$ cat config.mk
export PLATFORM = sky130hd
export DESIGN_NAME = modem_gpio_regs
export DESIGN_NICKNAME = d
export VERILOG_FILES = /design/src/rtl/modem_gpio_pkg.sv /design/src/rtl/modem_gpio_ctrl.sv /design/src/rtl/modem_gpio_dp.sv /design/src/rtl/modem_gpio_regs.sv
export SDC_FILE = /design/constraint.sdc
export NUM_CORES = 1
export LEC_CHECK = 0
export CAP_MARGIN = 5
export CORE_ASPECT_RATIO = 1.2
export CORE_MARGIN = 3
export CORE_UTILIZATION = 36
export DETAILED_ROUTE_END_ITERATION = 10
export PLACE_DENSITY = 0.78
export SYNTH_ARGS = -nofsm -noshare
export SYNTH_HDL_FRONTEND = slang
export SYNTH_SLANG_ARGS = --single-unit
$ cat constraint.sdc
create_clock -name clk -period 2.1 [get_ports clk]
set_clock_uncertainty 0.15 [all_clocks]
set_input_delay 0.315 -clock clk [delete_from_list [all_inputs] [get_ports clk]]
set_output_delay 0.315 -clock clk [all_outputs]
set_load 0.02 [all_outputs]
$ cat src/rtl/modem_gpio_pkg.sv
package modem_gpio_pkg;

  localparam int IDX_W     = 7;
  localparam int DATA_W    = 16;
  localparam int STRAP_W   = 2;
  localparam int PWR_BIT   = 8;
  localparam int RDY_BIT   = 0;

  localparam logic [IDX_W-1:0] IDX_IDENT  = 7'h3C;
  localparam logic [IDX_W-1:0] IDX_STATUS = 7'h3E;
  localparam logic [IDX_W-1:0] IDX_DIR    = 7'h4C;

  typedef enum logic [1:0] {
    SEL_NONE   = 2'd0,
    SEL_IDENT  = 2'd1,
    SEL_STATUS = 2'd2,
    SEL_DIR    = 2'd3
  } rdSel_e;

  typedef struct packed {
    logic   softRst;
    logic   wrStatus;
    logic   wrDir;
    logic   rdStrobe;
    rdSel_e rdSel;
  } ctrlStrobe_t;

endpackage

$ cat src/rtl/modem_gpio_ctrl.sv
module modem_gpio_ctrl
  import modem_gpio_pkg::*;
(
  input  logic             clk,
  input  logic             rstN,
  input  logic             wrEn,
  input  logic             rdEn,
  input  logic [IDX_W-1:0] regIdx,
  output ctrlStrobe_t      strobe,
  output logic             softRstPulse
);

  logic hitIdent;
  logic hitStatus;
  logic hitDir;

  always_comb begin
    hitIdent  = (regIdx == IDX_IDENT);
    hitStatus = (regIdx == IDX_STATUS);
    hitDir    = (regIdx == IDX_DIR);
  end

  always_comb begin
    strobe          = '0;
    strobe.softRst  = wrEn && hitIdent;
    strobe.wrStatus = wrEn && hitStatus;
    strobe.wrDir    = wrEn && hitDir;
    strobe.rdStrobe = rdEn;
    if (hitIdent)       strobe.rdSel = SEL_IDENT;
    else if (hitStatus) strobe.rdSel = SEL_STATUS;
    else if (hitDir)    strobe.rdSel = SEL_DIR;
    else                strobe.rdSel = SEL_NONE;
  end

  always_ff @(posedge clk or negedge rstN) begin
    if (!rstN) softRstPulse <= 1'b0;
    else       softRstPulse <= strobe.softRst;
  end

endmodule

$ cat src/rtl/modem_gpio_dp.sv
module modem_gpio_dp
  import modem_gpio_pkg::*;
#(
  parameter int PIN_COUNT = 5,
  parameter int PAIR_PINS = 2,
  localparam int HIGH_W   = PIN_COUNT - PAIR_PINS
)(
  input  logic                clk,
  input  logic                rstN,
  input  ctrlStrobe_t         strobe,
  input  logic [DATA_W-1:0]   wrData,
  input  logic [STRAP_W-1:0]  strapId,
  input  logic                serClaimPair,
  input  logic [HIGH_W-1:0]   serClaimHigh,
  output logic [DATA_W-1:0]   rdData,
  output logic [PIN_COUNT-1:0] pinOe,
  output logic                slotValid,
  output logic                pwrDown
);

  localparam logic [PIN_COUNT-1:0] DIR_RESET = '1;

  logic [PIN_COUNT-1:0] claimMask;
  logic [PIN_COUNT-1:0] dirQ;
  logic                 pwrDownQ;
  logic                 readyQ;
  logic                 gpioReady;
  logic [DATA_W-1:0]    identWord;
  logic [DATA_W-1:0]    statusWord;
  logic [DATA_W-1:0]    dirWord;

  for (genvar p = 0; p < PIN_COUNT; p++) begin : g_claim
    if (p < PAIR_PINS) begin : g_pair
      assign claimMask[p] = serClaimPair;
    end else begin : g_single
      assign claimMask[p] = serClaimHigh[p-PAIR_PINS];
    end
  end

  always_ff @(posedge clk or negedge rstN) begin
    if (!rstN) begin
      pwrDownQ <= 1'b1;
    end else if (strobe.softRst) begin
      pwrDownQ <= 1'b1;
    end else if (strobe.wrStatus) begin
      pwrDownQ <= wrData[PWR_BIT];
    end
  end

  always_ff @(posedge clk or negedge rstN) begin
    if (!rstN)               readyQ <= 1'b0;
    else if (strobe.softRst) readyQ <= 1'b0;
    else                     readyQ <= !pwrDownQ;
  end

  assign gpioReady = readyQ && !pwrDownQ;

  always_ff @(posedge clk or negedge rstN) begin
    if (!rstN) begin
      dirQ <= DIR_RESET;
    end else if (strobe.softRst) begin
      dirQ <= DIR_RESET;
    end else if (strobe.wrDir) begin
      dirQ <= (dirQ & claimMask) | (wrData[PIN_COUNT-1:0] & ~claimMask);
    end
  end

  always_comb begin
    identWord = '0;
    identWord[DATA_W-1 -: STRAP_W] = strapId;
    statusWord = '0;
    statusWord[PWR_BIT] = pwrDownQ;
    statusWord[RDY_BIT] = gpioReady;
    dirWord = '0;
    dirWord[PIN_COUNT-1:0] = dirQ & ~claimMask;
  end

  always_ff @(posedge clk or negedge rstN) begin
    if (!rstN) begin
      rdData <= '0;
    end else if (strobe.rdStrobe) begin
      case (strobe.rdSel)
        SEL_IDENT:  rdData <= identWord;
        SEL_STATUS: rdData <= statusWord;
        SEL_DIR:    rdData <= dirWord;
        default:    rdData <= '0;
      endcase
    end
  end

  assign pinOe     = ~dirQ & ~claimMask & {PIN_COUNT{!pwrDownQ}};
  assign slotValid = gpioReady;
  assign pwrDown   = pwrDownQ;

endmodule

$ cat src/rtl/modem_gpio_regs.sv
module modem_gpio_regs
  import modem_gpio_pkg::*;
#(
  parameter int PIN_COUNT = 5,
  parameter int PAIR_PINS = 2,
  localparam int HIGH_W   = PIN_COUNT - PAIR_PINS
)(
  input  logic                 clk,
  input  logic                 rstN,
  input  logic                 wrEn,
  input  logic                 rdEn,
  input  logic [IDX_W-1:0]     regIdx,
  input  logic [DATA_W-1:0]    wrData,
  output logic [DATA_W-1:0]    rdData,
  input  logic [STRAP_W-1:0]   strapId,
  input  logic                 serClaimPair,
  input  logic [HIGH_W-1:0]    serClaimHigh,
  output logic [PIN_COUNT-1:0] pinOe,
  output logic                 slotValid,
  output logic                 modemSoftRst
);

  ctrlStrobe_t strobe;
  logic        pwrDown;

  modem_gpio_ctrl u_ctrl (
    .clk          (clk),
    .rstN         (rstN),
    .wrEn         (wrEn),
    .rdEn         (rdEn),
    .regIdx       (regIdx),
    .strobe       (strobe),
    .softRstPulse (modemSoftRst)
  );

  modem_gpio_dp #(
    .PIN_COUNT (PIN_COUNT),
    .PAIR_PINS (PAIR_PINS)
  ) u_dp (
    .clk          (clk),
    .rstN         (rstN),
    .strobe       (strobe),
    .wrData       (wrData),
    .strapId      (strapId),
    .serClaimPair (serClaimPair),
    .serClaimHigh (serClaimHigh),
    .rdData       (rdData),
    .pinOe        (pinOe),
    .slotValid    (slotValid),
    .pwrDown      (pwrDown)
  );

endmodule

Word-level counts from Yosys, hierarchy flattened

Index checks and enable logic that the tools add are counted.

Add/subtract/negate cells: 0
$mul: 0
Div/mod/pow operators: 0
Order comparisons: 0
Eq/ne operators: 6
Shift-type cells: 0
Muxes and demuxes: 9
Bitwise logic cells: 8
Reductions and logical operators: 7

Operator list:

| operator           | count |
|---|---|
| $pmux 16 s3        | 1 |
| $and 5x5->5        | 5 |
| $eq 7x6->1 const B | 2 |
| $mux 5             | 2 |
| $not 5->5          | 2 |
| $eq 7x7->1 const B | 1 |
| $mux 2             | 3 |
| $or 5x5->5         | 1 |
| $eq 2x2->1 const B | 2 |
| $logic_and 1x1->1  | 4 |
| $reduce_bool 2->1  | 2 |
| $mux 1             | 3 |
| $eq 2x1->1 const B | 1 |
| $logic_not 1->1    | 1 |

Flip-flop bits (word level): 24
Latch bits: 0
Bits in writable memories: 0
ROM bits: 0
Bits of input ports: 33
Output and inout port bits: 23
Logic and storage cells: 35
Memories kept: 0

Depth between registers and ports, before layout

Gate-level depths: netlist of the first run.

Depth in word-level cells: 6
Mapped depth: 4
Mapped depth without buffers: 3

Modules after synthesis

A second synthesis of the first run with hierarchy kept.

Cell total of the unflattened synthesis: 88
Area, all modules: 924.6 um^2

By module, submodules not included:

| module          | instances | cells an instance | area each (um^2) | sequential area each (um^2) |
|---|---|---|---|---|
| modem_gpio_dp   | 1         | 73                | 805.8            | 382.9 |
| modem_gpio_ctrl | 1         | 15                | 118.9            | 25.0 |

Worst setup path after synthesis of the first run

No wires, ideal clock.

Kind: flip-flop to output port
Start point: reg u_dp.pwrDownQ, in the netlist u_dp.pwrDown
End point: out pinOe[3]
Arrival: 1037 ps
Required time: 1635 ps
Slack: 598 ps
Stages on the path, launching flop included: 3
Buffers on the path: 1
Cells stage by stage: dfstp_2 -> clkbuf_1 -> nor3_1

Word-level cells in the longest chain between the ends: 2

Ends and longest elaborated chain:

| what                   | line                  | text |
|---|---|---|
| from (decl)            | modem_gpio_dp.sv:25   | `logic pwrDownQ;` |
| from (signal assigned) | modem_gpio_dp.sv:46   | `pwrDownQ <= wrData[PWR_BIT];` |
| $logic_not 1->1        | modem_gpio_dp.sv:91   | `assign pinOe = ~dirQ & ~claimMask & {PIN_COUNT{!pwrDownQ}};` |
| $and 5x5->5            | modem_gpio_dp.sv:91   |  |
| to (decl)              | modem_gpio_regs.sv:18 | `output logic [PIN_COUNT-1:0] pinOe,` |

Every way passes these cells.

Worst setup path after layout of the first run

Same ends and word-level chain as after synthesis.

==> results of run 1 <==
## registers in the layout, summed over array words and instances, names as in the netlist
register	flops
u_dp.dirQ	5
u_dp.pwrDown	1
u_dp.rdData	8
u_ctrl.softRstPulse	1
u_dp.readyQ	1
## cell families (layout without fill, tap and decap cells)
logic type,after synthesis,count (layout),share of synthesized area
compound gates,23,23,0.186
flops,16,16,0.443
simple gates,26,26,0.202
buf+inv,28,64,0.164
other cells,1,8,0.00407
## where the power goes
part	total, mW	internal (mW)	switching, mW
registers	0.338	0.323	0.0146
clock network	0.163	0.0667	0.0964
logic	0.178	0.0929	0.0850
total	0.679	0.483	0.196
## synthesized netlist by cell type (all sizes together) (4+ instances only)
cell type	instances	area, µm²
inv	15	56.3
buf	11	87.6
dfrtp	10	250
dfstp	6	158
nor2	5	18.8
nor3	5	25.0
o32ai	4	35.0
## worst max-delay path, delay by kind of cell, from the launching register on
| kind | cells | cell delay [ns] |
|---|---|---|
| and+or+nand+nor | 1 | 0.22 |
| DFF | 1 | 0.43 |
| buffers and inverters | 1 | 0.64 |
## cell type report
cell class / count / area, µm²
clock buffer: 3 / 22.5
fill: 202 / 995
inverter: 15 / 56.3
multi-input combinational: 57 / 388
sequential: 16 / 408
tap: 31 / 38.8
timing repair buffer: 46 / 445
## worst max path at each step
stage	cells past startpoint	start	to
after floorplan	2	u_dp.pwrDown$_DFFE_PN1P_	pinOe[3]
after global placement	3	serClaimPair	pinOe[1]
after detailed placement	3	serClaimPair	pinOe[1]
after CTS	3	serClaimPair	pinOe[1]
after global routing	2	u_dp.pwrDown$_DFFE_PN1P_	pinOe[3]
final	2	u_dp.pwrDown$_DFFE_PN1P_	pinOe[3]
## metal layers
layer	routed length [µm]	GRT usage
met4	43	0.0766
met2	1090	0.260
met1	1010	0.184
met5	0	0
met3	159	0.0291
## timing repair
action | CTS | global route
resized for setup | 0 | 3
setup endpoints to repair | 0 | 4
buffers inserted | 0 | 1
==> run_summary.xml, run 1 <==
<?xml version="1.0" encoding="UTF-8"?>
<metrics>
  <group name="yosys">
    <metric name="flip_flop_cell_with_the_highest_count_after_synthesis" unit="">sky130_fd_sc_hd__dfrtp_1</metric>
    <metric name="synth-edff-count" unit="">0</metric>
    <metric name="yosysWarningCount" unit="">0</metric>
    <metric name="post_synth_instance_area" unit="µm²">921</metric>
    <metric name="postSynthCellCount" unit="">94</metric>
    <metric name="synth.yosys.seq_area_share" unit="">0.443</metric>
    <metric name="synth.distinct_cells" unit="">31</metric>
    <metric name="syn_avg_cell_area" unit="µm²">9.80</metric>
    <metric name="synth.ff_latch_count" unit="">16</metric>
    <metric name="ys_async_sr_fraction" unit="">1.00</metric>
  </group>
  <group name="clock_tree">
    <metric name="worst_setup_hold_path_clk_slew" unit="ns">0.09</metric>
    <metric name="worst_skew_pair.late_latency" unit="ns">0.29</metric>
    <metric name="cts.sinks" unit="">16</metric>
    <metric name="tritoncts" unit="">yes</metric>
    <metric name="number_of_h_tree_levels" unit="">1</metric>
    <metric name="cts_inserted_buffers" unit="">3</metric>
    <metric name="max-clock-path-buffers" unit="">2</metric>
    <metric name="root_buffer" unit="">sky130_fd_sc_hd__clkbuf_4</metric>
    <metric name="cts_hold_repair.buffers" unit="">0</metric>
  </group>
  <group name="setup_path">
    <metric name="rr_startpoint" unit="">u_dp.pwrDown$_DFFE_PN1P_</metric>
    <metric name="ordered_list_of_cells_on_the_worst_path" unit="">nor3_1 -&gt; clkdlybuf4s50_1</metric>
    <metric name="worst_path_largest_cell_delay" unit="ns">0.64</metric>
    <metric name="r2r_setup_slack" unit="ns">0.69</metric>
    <metric name="critical_path_maximum_fanout" unit="">9</metric>
    <metric name="crit_path_start_kind" unit="">flop</metric>
    <metric name="worst-endpoint-arrival" unit="ns">1.57</metric>
    <metric name="crit_slowest_cell" unit="">sky130_fd_sc_hd__clkdlybuf4s50_1</metric>
    <metric name="reg2reg_to" unit="">u_dp.rdData[0]$_DFFE_PN0P_</metric>
    <metric name="cp_class" unit="">reg2out</metric>
    <metric name="timing.critical_path.required" unit="ns">1.63</metric>
    <metric name="worstRegToRegCells" unit="">3</metric>
    <metric name="kind_of_capture_point_of_the_worst_setup_path" unit="">primary output</metric>
  </group>
  <group name="pwr">
    <metric name="power.static_leakage" unit="nW">0.599</metric>
    <metric name="vdd_ir_drop_max" unit="µV">303</metric>
    <metric name="power_density" unit="nW/µm²">500</metric>
    <metric name="finalPower" unit="mW">0.679</metric>
  </group>
  <group name="global_routing">
    <metric name="globalRouteTotalUtil" unit="">0.152</metric>
    <metric name="total_congestion_overflow_after_global_routing" unit="">0</metric>
    <metric name="wire_length_of_the_first_global_routing_pass" unit="mm">3.56</metric>
    <metric name="antenna_found_initial" unit="">0</metric>
    <metric name="first_global_vias" unit="">807</metric>
    <metric name="maximum_number_of_pins_on_one_net_before_global_route_repair" unit="">12</metric>
  </group>
  <group name="timing">
    <metric name="finalCriticalPeriod" unit="ns">2.04</metric>
    <metric name="timing_max_transition_violations_final" unit="">0</metric>
    <metric name="setup_violators_final" unit="">0</metric>
    <metric name="setup_ws" unit="ns">0.0621</metric>
    <metric name="maximum_clock_rate" unit="MHz">491</metric>
    <metric name="min_period_over_period" unit="">0.970</metric>
    <metric name="timing.setup.tns" unit="ns">0</metric>
    <metric name="final.hold.worst_slack" unit="ns">0.160</metric>
    <metric name="hold_viol_final" unit="">0</metric>
    <metric name="grt_setup_unrepaired" unit="">false</metric>
  </group>
  <group name="die">
    <metric name="die_height" unit="µm">61.4</metric>
    <metric name="starting_utilization_of_the_core_area" unit="">0.391</metric>
    <metric name="core" unit="µm²">2350</metric>
    <metric name="die_area" unit="µm²">3200</metric>
    <metric name="io-pin-count" unit="">56</metric>
    <metric name="std_cell_rows" unit="">19</metric>
    <metric name="die_x" unit="µm">52.2</metric>
  </group>
  <group name="route">
    <metric name="drc" unit="">0</metric>
    <metric name="vias" unit="">816</metric>
    <metric name="route.detailed.wl_per_inst" unit="µm">13.7</metric>
    <metric name="dr.pass1.iters" unit="">4</metric>
    <metric name="avgViaCountPerCell" unit="">4.86</metric>
    <metric name="wirelength" unit="mm">2.30</metric>
    <metric name="detail-route-antenna-nets" unit="">0</metric>
    <metric name="detailedRoute.firstIterationViolations" unit="">11</metric>
  </group>
  <group name="cells_and_area">
    <metric name="mostFrequentLayoutCell" unit="">sky130_fd_sc_hd__clkdlybuf4s50_1</metric>
    <metric name="fin_util" unit="">0.577</metric>
    <metric name="mostFrequentLayoutCells" unit="">sky130_fd_sc_hd__clkdlybuf4s50_1, sky130_fd_sc_hd__inv_1, sky130_fd_sc_hd__dfrtp_1</metric>
    <metric name="antenna-diode-count" unit="">0</metric>
    <metric name="nets" unit="">172</metric>
    <metric name="post-route-cell-area" unit="µm²">1360</metric>
    <metric name="layout-area-overhead-vs-synth" unit="%">47.6</metric>
    <metric name="final_layout_size_suffix_gt1_frac" unit="">0.161</metric>
    <metric name="post_layout_nonfiller_instances" unit="">168</metric>
  </group>
  <group name="outcome">
    <metric name="run_status" unit="">complete, no violations</metric>
  </group>
  <group name="placement">
    <metric name="pre_cts_slack" unit="ns">0.0292</metric>
    <metric name="port_buffers" unit="">37</metric>
    <metric name="place_area" unit="µm²">1320</metric>
    <metric name="post-place-cells" unit="">164</metric>
    <metric name="dp_hpwl" unit="mm">1.77</metric>
    <metric name="routability_driven_placement_congestion_ratio" unit="">0.747</metric>
  </group>
  <group name="flow_run">
    <metric name="maxCapViolations" unit="">0</metric>
  </group>
  <group name="worst_hold_path">
    <metric name="worst_hold_path_type" unit="">in2async</metric>
  </group>
</metrics>
Power figures use the tool's default switching activity.
==> run 2, diff against run 1 <==
- CTS_BUF_LIST: not set -> sky130_fd_sc_hd__clkbuf_8 sky130_fd_sc_hd__clkbuf_16
- MAX_ROUTING_LAYER: not set -> met4
- SKIP_CTS_REPAIR_TIMING: not set -> 1
==> run 2 against run 1 <==
Net effect:
- fmax grew 2.0%
- highest routed layer unchanged
- setup slack improved by 0.041 ns
- critical path type is now in2out
- clock-buffer cell count unchanged
- sequential share of layout area is 0.25 points lower
- register-to-register slack hardly changed
- final cell count down 0.60%
- via count down 1.5%
- non-clock buffer count fell by 1
- clock power up 34%
- total power grew 7.6%
- sequential cell count did not move
==> run_summary.xml, run 2 (synthesis results as in run 1) <==
<?xml version="1.0" encoding="UTF-8"?>
<metrics>
  <group name="setup_path">
    <metric name="worst-endpoint-arrival" unit="ns">1.53</metric>
    <metric name="rr_startpoint" unit="">u_dp.pwrDown$_DFFE_PN1P_</metric>
    <metric name="crit_path_start_kind" unit="">input port</metric>
    <metric name="worst_setup_path_startpoint" unit="">serClaimHigh[2]</metric>
    <metric name="kind_of_capture_point_of_the_worst_setup_path" unit="">primary output</metric>
    <metric name="cp_class" unit="">in2out</metric>
    <metric name="critical_path_maximum_fanout" unit="">2</metric>
    <metric name="timing.critical_path.required" unit="ns">1.63</metric>
  </group>
  <group name="cells_and_area">
    <metric name="nets" unit="">171</metric>
    <metric name="mostFrequentLayoutCells" unit="">sky130_fd_sc_hd__clkdlybuf4s50_1, sky130_fd_sc_hd__inv_1, sky130_fd_sc_hd__dfrtp_1</metric>
    <metric name="post_layout_nonfiller_instances" unit="">167</metric>
    <metric name="top_regs" unit="">u_dp.rdData x8, u_dp.dirQ x5</metric>
    <metric name="fin_util" unit="">0.582</metric>
    <metric name="final_layout_size_suffix_gt1_frac" unit="">0.154</metric>
    <metric name="layout-area-overhead-vs-synth" unit="%">48.8</metric>
    <metric name="number_of_filler_cells_placed_in_the_layout" unit="">200</metric>
    <metric name="antenna-diode-count" unit="">0</metric>
    <metric name="mostFrequentLayoutCell" unit="">sky130_fd_sc_hd__clkdlybuf4s50_1</metric>
    <metric name="number_of_flip_flops_under_the_largest_register_name" unit="">8</metric>
    <metric name="max_flop_register" unit="">u_dp.rdData</metric>
  </group>
  <group name="route">
    <metric name="route.detailed.wl_per_inst" unit="µm">13.8</metric>
    <metric name="wirelength" unit="mm">2.31</metric>
    <metric name="avgViaCountPerCell" unit="">4.81</metric>
    <metric name="dr.pass1.iters" unit="">4</metric>
    <metric name="drc" unit="">0</metric>
    <metric name="vias" unit="">804</metric>
    <metric name="detailedRoute.firstIterationViolations" unit="">15</metric>
    <metric name="detail-route-antenna-nets" unit="">0</metric>
  </group>
  <group name="global_routing">
    <metric name="maximum_number_of_pins_on_one_net_before_global_route_repair" unit="">12</metric>
    <metric name="total_congestion_overflow_after_global_routing" unit="">0</metric>
    <metric name="first_global_vias" unit="">831</metric>
    <metric name="globalRouteTotalUtil" unit="">0.161</metric>
    <metric name="antenna_found_initial" unit="">0</metric>
    <metric name="wire_length_of_the_first_global_routing_pass" unit="mm">3.66</metric>
  </group>
  <group name="placement">
    <metric name="post-place-cells" unit="">164</metric>
    <metric name="routability_driven_placement_congestion_ratio" unit="">0.756</metric>
    <metric name="pre_cts_slack" unit="ns">0.0292</metric>
    <metric name="dp_hpwl" unit="mm">1.77</metric>
    <metric name="port_buffers" unit="">37</metric>
  </group>
  <group name="die">
    <metric name="starting_utilization_of_the_core_area" unit="">0.391</metric>
    <metric name="die_x" unit="µm">52.2</metric>
    <metric name="std_cell_rows" unit="">19</metric>
    <metric name="die_height" unit="µm">61.4</metric>
    <metric name="io-pin-count" unit="">56</metric>
    <metric name="die_area" unit="µm²">3200</metric>
    <metric name="core" unit="µm²">2350</metric>
  </group>
  <group name="clock_tree">
    <metric name="root_buffer" unit="">sky130_fd_sc_hd__clkbuf_8</metric>
    <metric name="worst_setup_hold_path_clk_slew" unit="ns">0.06</metric>
    <metric name="cts_inserted_buffers" unit="">3</metric>
    <metric name="worst_skew_pair.late_latency" unit="ns">0.24</metric>
    <metric name="max-clock-path-buffers" unit="">2</metric>
    <metric name="tritoncts" unit="">yes</metric>
    <metric name="cts.sinks" unit="">16</metric>
    <metric name="number_of_h_tree_levels" unit="">1</metric>
  </group>
  <group name="timing">
    <metric name="maximum_clock_rate" unit="MHz">501</metric>
    <metric name="timing.setup.tns" unit="ns">0</metric>
    <metric name="grt_setup_unrepaired" unit="">false</metric>
    <metric name="finalCriticalPeriod" unit="ns">2.00</metric>
    <metric name="timing_max_transition_violations_final" unit="">0</metric>
    <metric name="setup_violators_final" unit="">0</metric>
    <metric name="hold_viol_final" unit="">0</metric>
    <metric name="min_period_over_period" unit="">0.951</metric>
    <metric name="setup_ws" unit="ns">0.103</metric>
  </group>
  <group name="flow_run">
    <metric name="maxCapViolations" unit="">0</metric>
  </group>
  <group name="pwr">
    <metric name="vdd_ir_drop_max" unit="µV">279</metric>
    <metric name="power_density" unit="nW/µm²">533</metric>
    <metric name="power.static_leakage" unit="nW">0.602</metric>
  </group>
  <group name="worst_hold_path">
    <metric name="worst_hold_path_type" unit="">in2async</metric>
  </group>
  <group name="outcome">
    <metric name="run_status" unit="">complete, no violations</metric>
  </group>
</metrics>
## run 2: cell count changes in the layout (fill, tap and decap cells not counted), sizes merged
cell | before | now
buf | 9 | 8
## run 2: final timing paths
path                                               to  cells after the start  slack, ns
hold reg to reg              u_dp.dirQ[0]$_DFFE_PN1P_                      2       0.35
setup reg to reg           u_dp.rdData[0]$_DFFE_PN0P_                      3       0.69
max in group asynchronous    u_dp.dirQ[3]$_DFFE_PN1P_                      2       1.04
setup / recovery                             pinOe[4]                      3       0.10
min in group clk             u_dp.dirQ[0]$_DFFE_PN1P_                      2       0.35
hold / removal             u_dp.rdData[8]$_DFFE_PN0P_                      1       0.22
## run 2: worst max-delay path, stage by stage
cell                              delay [ns]
sky130_fd_sc_hd__clkdlybuf4s50_1        0.42
sky130_fd_sc_hd__nor3_1                 0.17
sky130_fd_sc_hd__clkdlybuf4s50_1        0.62
## run 2: final cells by class
class | instances | area (µm²) | share of cell area
tap | 31 | 38.8 | 0.0283
inverter | 15 | 56.3 | 0.0411
clock buffer | 3 | 41.3 | 0.0301
sequential | 16 | 408 | 0.298
timing repair buffer | 45 | 438 | 0.320
multi-input combinational | 57 | 388 | 0.283
## run 2: per-layer routing
layer,global-route usage,part of all wire
met5,-,0
met4,0.0657,0.0030
met3,0.0363,0.070
met2,0.269,0.49
met1,0.188,0.44
## run 2: metrics by stage
stage	hold WS (ns)	cell area (µm²)	total power [mW]
6_report	0.217	1370	0.731
5_1_grt	0.245	1370	0.771
4_1_cts	0.223	1360	0.742
3_5_place_dp	0.338	1320	0.517
3_3_place_gp	0.325	1320	0.514
2_1_floorplan	-0.131	947	0.428
## run 2: report_power, final
part	internal [mW]	switching, mW	total (mW)
clock network	0.127	0.0925	0.219
logic	0.0884	0.0837	0.172
registers	0.324	0.0152	0.339
total	0.539	0.191	0.731
==> run 3, diff against run 2 <==
- CAP_MARGIN: 5 -> 20
- REMOVE_ABC_BUFFERS: not set -> 1
==> run 3 against run 2 <==
Net effect:
- register-to-register slack about the same
- setup slack worse by 0.0060 ns
- via count up 9.1%
- total power up 2.0%
- wire length up 2.9%
- die area unchanged
- clock-buffer cell count unchanged
- global-route usage up 0.74 points
- clock power up 6%
- hold slack worse by 0.018 ns
- non-clock buffer count up 1
- design area up 1.0%
- critical path type unchanged
- largest cell class unchanged
==> run_summary.xml, run 3 (synthesis results as in run 1) <==
<?xml version="1.0" encoding="UTF-8"?>
<metrics>
  <group name="route">
    <metric name="detail-route-antenna-nets" unit="">0</metric>
    <metric name="dr.pass1.iters" unit="">4</metric>
    <metric name="vias" unit="">877</metric>
    <metric name="drc" unit="">0</metric>
    <metric name="detailedRoute.firstIterationViolations" unit="">19</metric>
    <metric name="avgViaCountPerCell" unit="">5.19</metric>
    <metric name="wirelength" unit="mm">2.38</metric>
    <metric name="route.detailed.wl_per_inst" unit="µm">14.1</metric>
  </group>
  <group name="timing">
    <metric name="setup_violators_final" unit="">0</metric>
    <metric name="min_period_over_period" unit="">0.954</metric>
    <metric name="timing_max_transition_violations_final" unit="">0</metric>
    <metric name="final.hold.worst_slack" unit="ns">0.199</metric>
    <metric name="grt_setup_unrepaired" unit="">false</metric>
    <metric name="hold_viol_final" unit="">0</metric>
    <metric name="finalCriticalPeriod" unit="ns">2.00</metric>
    <metric name="maximum_clock_rate" unit="MHz">499</metric>
  </group>
  <group name="global_routing">
    <metric name="maximum_number_of_pins_on_one_net_before_global_route_repair" unit="">12</metric>
    <metric name="grt.met1_usage" unit="">0.204</metric>
    <metric name="globalRouteTotalUtil" unit="">0.169</metric>
    <metric name="first_global_vias" unit="">872</metric>
    <metric name="met2_usage" unit="">0.275</metric>
    <metric name="antenna_found_initial" unit="">0</metric>
    <metric name="total_congestion_overflow_after_global_routing" unit="">0</metric>
    <metric name="globalRoute.busiestLayer" unit="">met2</metric>
    <metric name="wire_length_of_the_first_global_routing_pass" unit="mm">3.95</metric>
    <metric name="grt_util_met3" unit="">0.0339</metric>
  </group>
  <group name="cells_and_area">
    <metric name="mostFrequentLayoutCells" unit="">sky130_fd_sc_hd__clkdlybuf4s50_1, sky130_fd_sc_hd__inv_1, sky130_fd_sc_hd__dfrtp_1</metric>
    <metric name="mostFrequentLayoutCell" unit="">sky130_fd_sc_hd__clkdlybuf4s50_1</metric>
    <metric name="number_of_flip_flops_under_the_largest_register_name" unit="">8</metric>
    <metric name="final_layout_size_suffix_gt1_frac" unit="">0.159</metric>
    <metric name="fin_util" unit="">0.588</metric>
    <metric name="layout-area-overhead-vs-synth" unit="%">50.3</metric>
    <metric name="top_regs" unit="">u_dp.rdData x8, u_dp.dirQ x5</metric>
    <metric name="post_layout_nonfiller_instances" unit="">169</metric>
    <metric name="number_of_filler_cells_placed_in_the_layout" unit="">203</metric>
    <metric name="max_flop_register" unit="">u_dp.rdData</metric>
    <metric name="nets" unit="">172</metric>
    <metric name="antenna-diode-count" unit="">0</metric>
  </group>
  <group name="pwr">
    <metric name="power.static_leakage" unit="nW">0.624</metric>
    <metric name="power_density" unit="nW/µm²">539</metric>
    <metric name="vdd_ir_drop_max" unit="µV">259</metric>
  </group>
  <group name="setup_path">
    <metric name="kind_of_capture_point_of_the_worst_setup_path" unit="">primary output</metric>
    <metric name="crit_top_cell" unit="">sky130_fd_sc_hd__clkdlybuf4s50_1</metric>
    <metric name="crit_slowest_cell" unit="">sky130_fd_sc_hd__clkdlybuf4s50_1</metric>
    <metric name="rr_startpoint" unit="">u_dp.pwrDown$_DFFE_PN1P_</metric>
    <metric name="worst_path_largest_cell_delay" unit="ns">0.63</metric>
    <metric name="ordered_list_of_cells_on_the_worst_path" unit="">clkdlybuf4s50_1 -&gt; nor3_1 -&gt; clkdlybuf4s50_1</metric>
    <metric name="crit_path_start_kind" unit="">input port</metric>
    <metric name="reg2reg_to" unit="">u_dp.rdData[0]$_DFFE_PN0P_</metric>
    <metric name="critical_path_maximum_fanout" unit="">2</metric>
    <metric name="timing.critical_path.required" unit="ns">1.63</metric>
    <metric name="r2r_setup_slack" unit="ns">0.69</metric>
    <metric name="worstRegToRegCells" unit="">3</metric>
    <metric name="cp_class" unit="">in2out</metric>
    <metric name="worst-endpoint-arrival" unit="ns">1.54</metric>
  </group>
  <group name="outcome">
    <metric name="run_status" unit="">complete, no violations</metric>
  </group>
  <group name="placement">
    <metric name="port_buffers" unit="">37</metric>
    <metric name="dp_hpwl" unit="mm">1.84</metric>
    <metric name="post-place-cells" unit="">165</metric>
    <metric name="routability_driven_placement_congestion_ratio" unit="">0.766</metric>
  </group>
  <group name="die">
    <metric name="die_area" unit="µm²">3200</metric>
    <metric name="die_x" unit="µm">52.2</metric>
    <metric name="core" unit="µm²">2350</metric>
    <metric name="io-pin-count" unit="">56</metric>
    <metric name="starting_utilization_of_the_core_area" unit="">0.391</metric>
    <metric name="die_height" unit="µm">61.4</metric>
    <metric name="std_cell_rows" unit="">19</metric>
  </group>
  <group name="clock_tree">
    <metric name="cts.sinks" unit="">16</metric>
    <metric name="cts_inserted_buffers" unit="">3</metric>
    <metric name="worst_setup_hold_path_clk_slew" unit="ns">0.07</metric>
    <metric name="root_buffer" unit="">sky130_fd_sc_hd__clkbuf_8</metric>
    <metric name="number_of_h_tree_levels" unit="">1</metric>
    <metric name="max-clock-path-buffers" unit="">2</metric>
    <metric name="worst_skew_pair.late_latency" unit="ns">0.24</metric>
    <metric name="tritoncts" unit="">yes</metric>
  </group>
  <group name="worst_hold_path">
    <metric name="worst_hold_path_type" unit="">in2async</metric>
  </group>
  <group name="flow_run">
    <metric name="maxCapViolations" unit="">0</metric>
  </group>
</metrics>
## run 3: worst max path at each step
| stage | startpoint | to | slack (ns) |
|---|---|---|---|
| 4_1_cts | serClaimPair | pinOe[1] | -0.03 |
| 5_1_grt | serClaimHigh[2] | pinOe[4] | 0.06 |
| 6_report | serClaimHigh[2] | pinOe[4] | 0.1 |
| 3_3_place_gp | serClaimPair | pinOe[1] | 0.03 |
| 2_1_floorplan | regIdx[0] | u_dp.rdData[3]$_DFFE_PN0P_ | 0.73 |
| 3_5_place_dp | serClaimPair | pinOe[1] | -0.02 |
## run 3: cell type report
class / instances / area [µm²] / share of cell area
Tap cell: 31 / 38.8 / 0.0280
Timing Repair Buffer: 46 / 448 / 0.324
Inverter: 15 / 56.3 / 0.0407
Multi-Input combinational cell: 57 / 388 / 0.280
Clock inverter: 1 / 3.75 / 0.00271
Sequential cell: 16 / 408 / 0.295
Clock buffer: 3 / 41.3 / 0.0298
## run 3: report_power, final
group	internal (mW)	switching (mW)	leakage (nW)
sequential	0.324	0.0152	0.199
clock	0.129	0.103	0.0269
combinational	0.0891	0.0849	0.398
total	0.542	0.203	0.624
## run 3: worst max-delay path: cells and delay by family
family                 cells  cell delay, ns
AND/OR/NAND/NOR            1            0.17
buffers and inverters      2            1.05
## run 3: metrics by stage
stage               setup WS [ns]  instance area [µm²]  TNS (ns)  total power, mW
floorplan                   0.733                  852         0            0.407
global placement           0.0292                 1330         0            0.515
detailed placement        -0.0171                 1330   -0.0171            0.520
CTS                       -0.0308                 1370   -0.0308            0.751
global route               0.0610                 1380         0            0.776
finish                     0.0968                 1380         0            0.745
## run 3: routing by layer
metal | wire (µm) | share of wire
met1 | 1010 | 0.43
met2 | 1140 | 0.48
met3 | 192 | 0.081
met4 | 27 | 0.011
met5 | 0 | 0
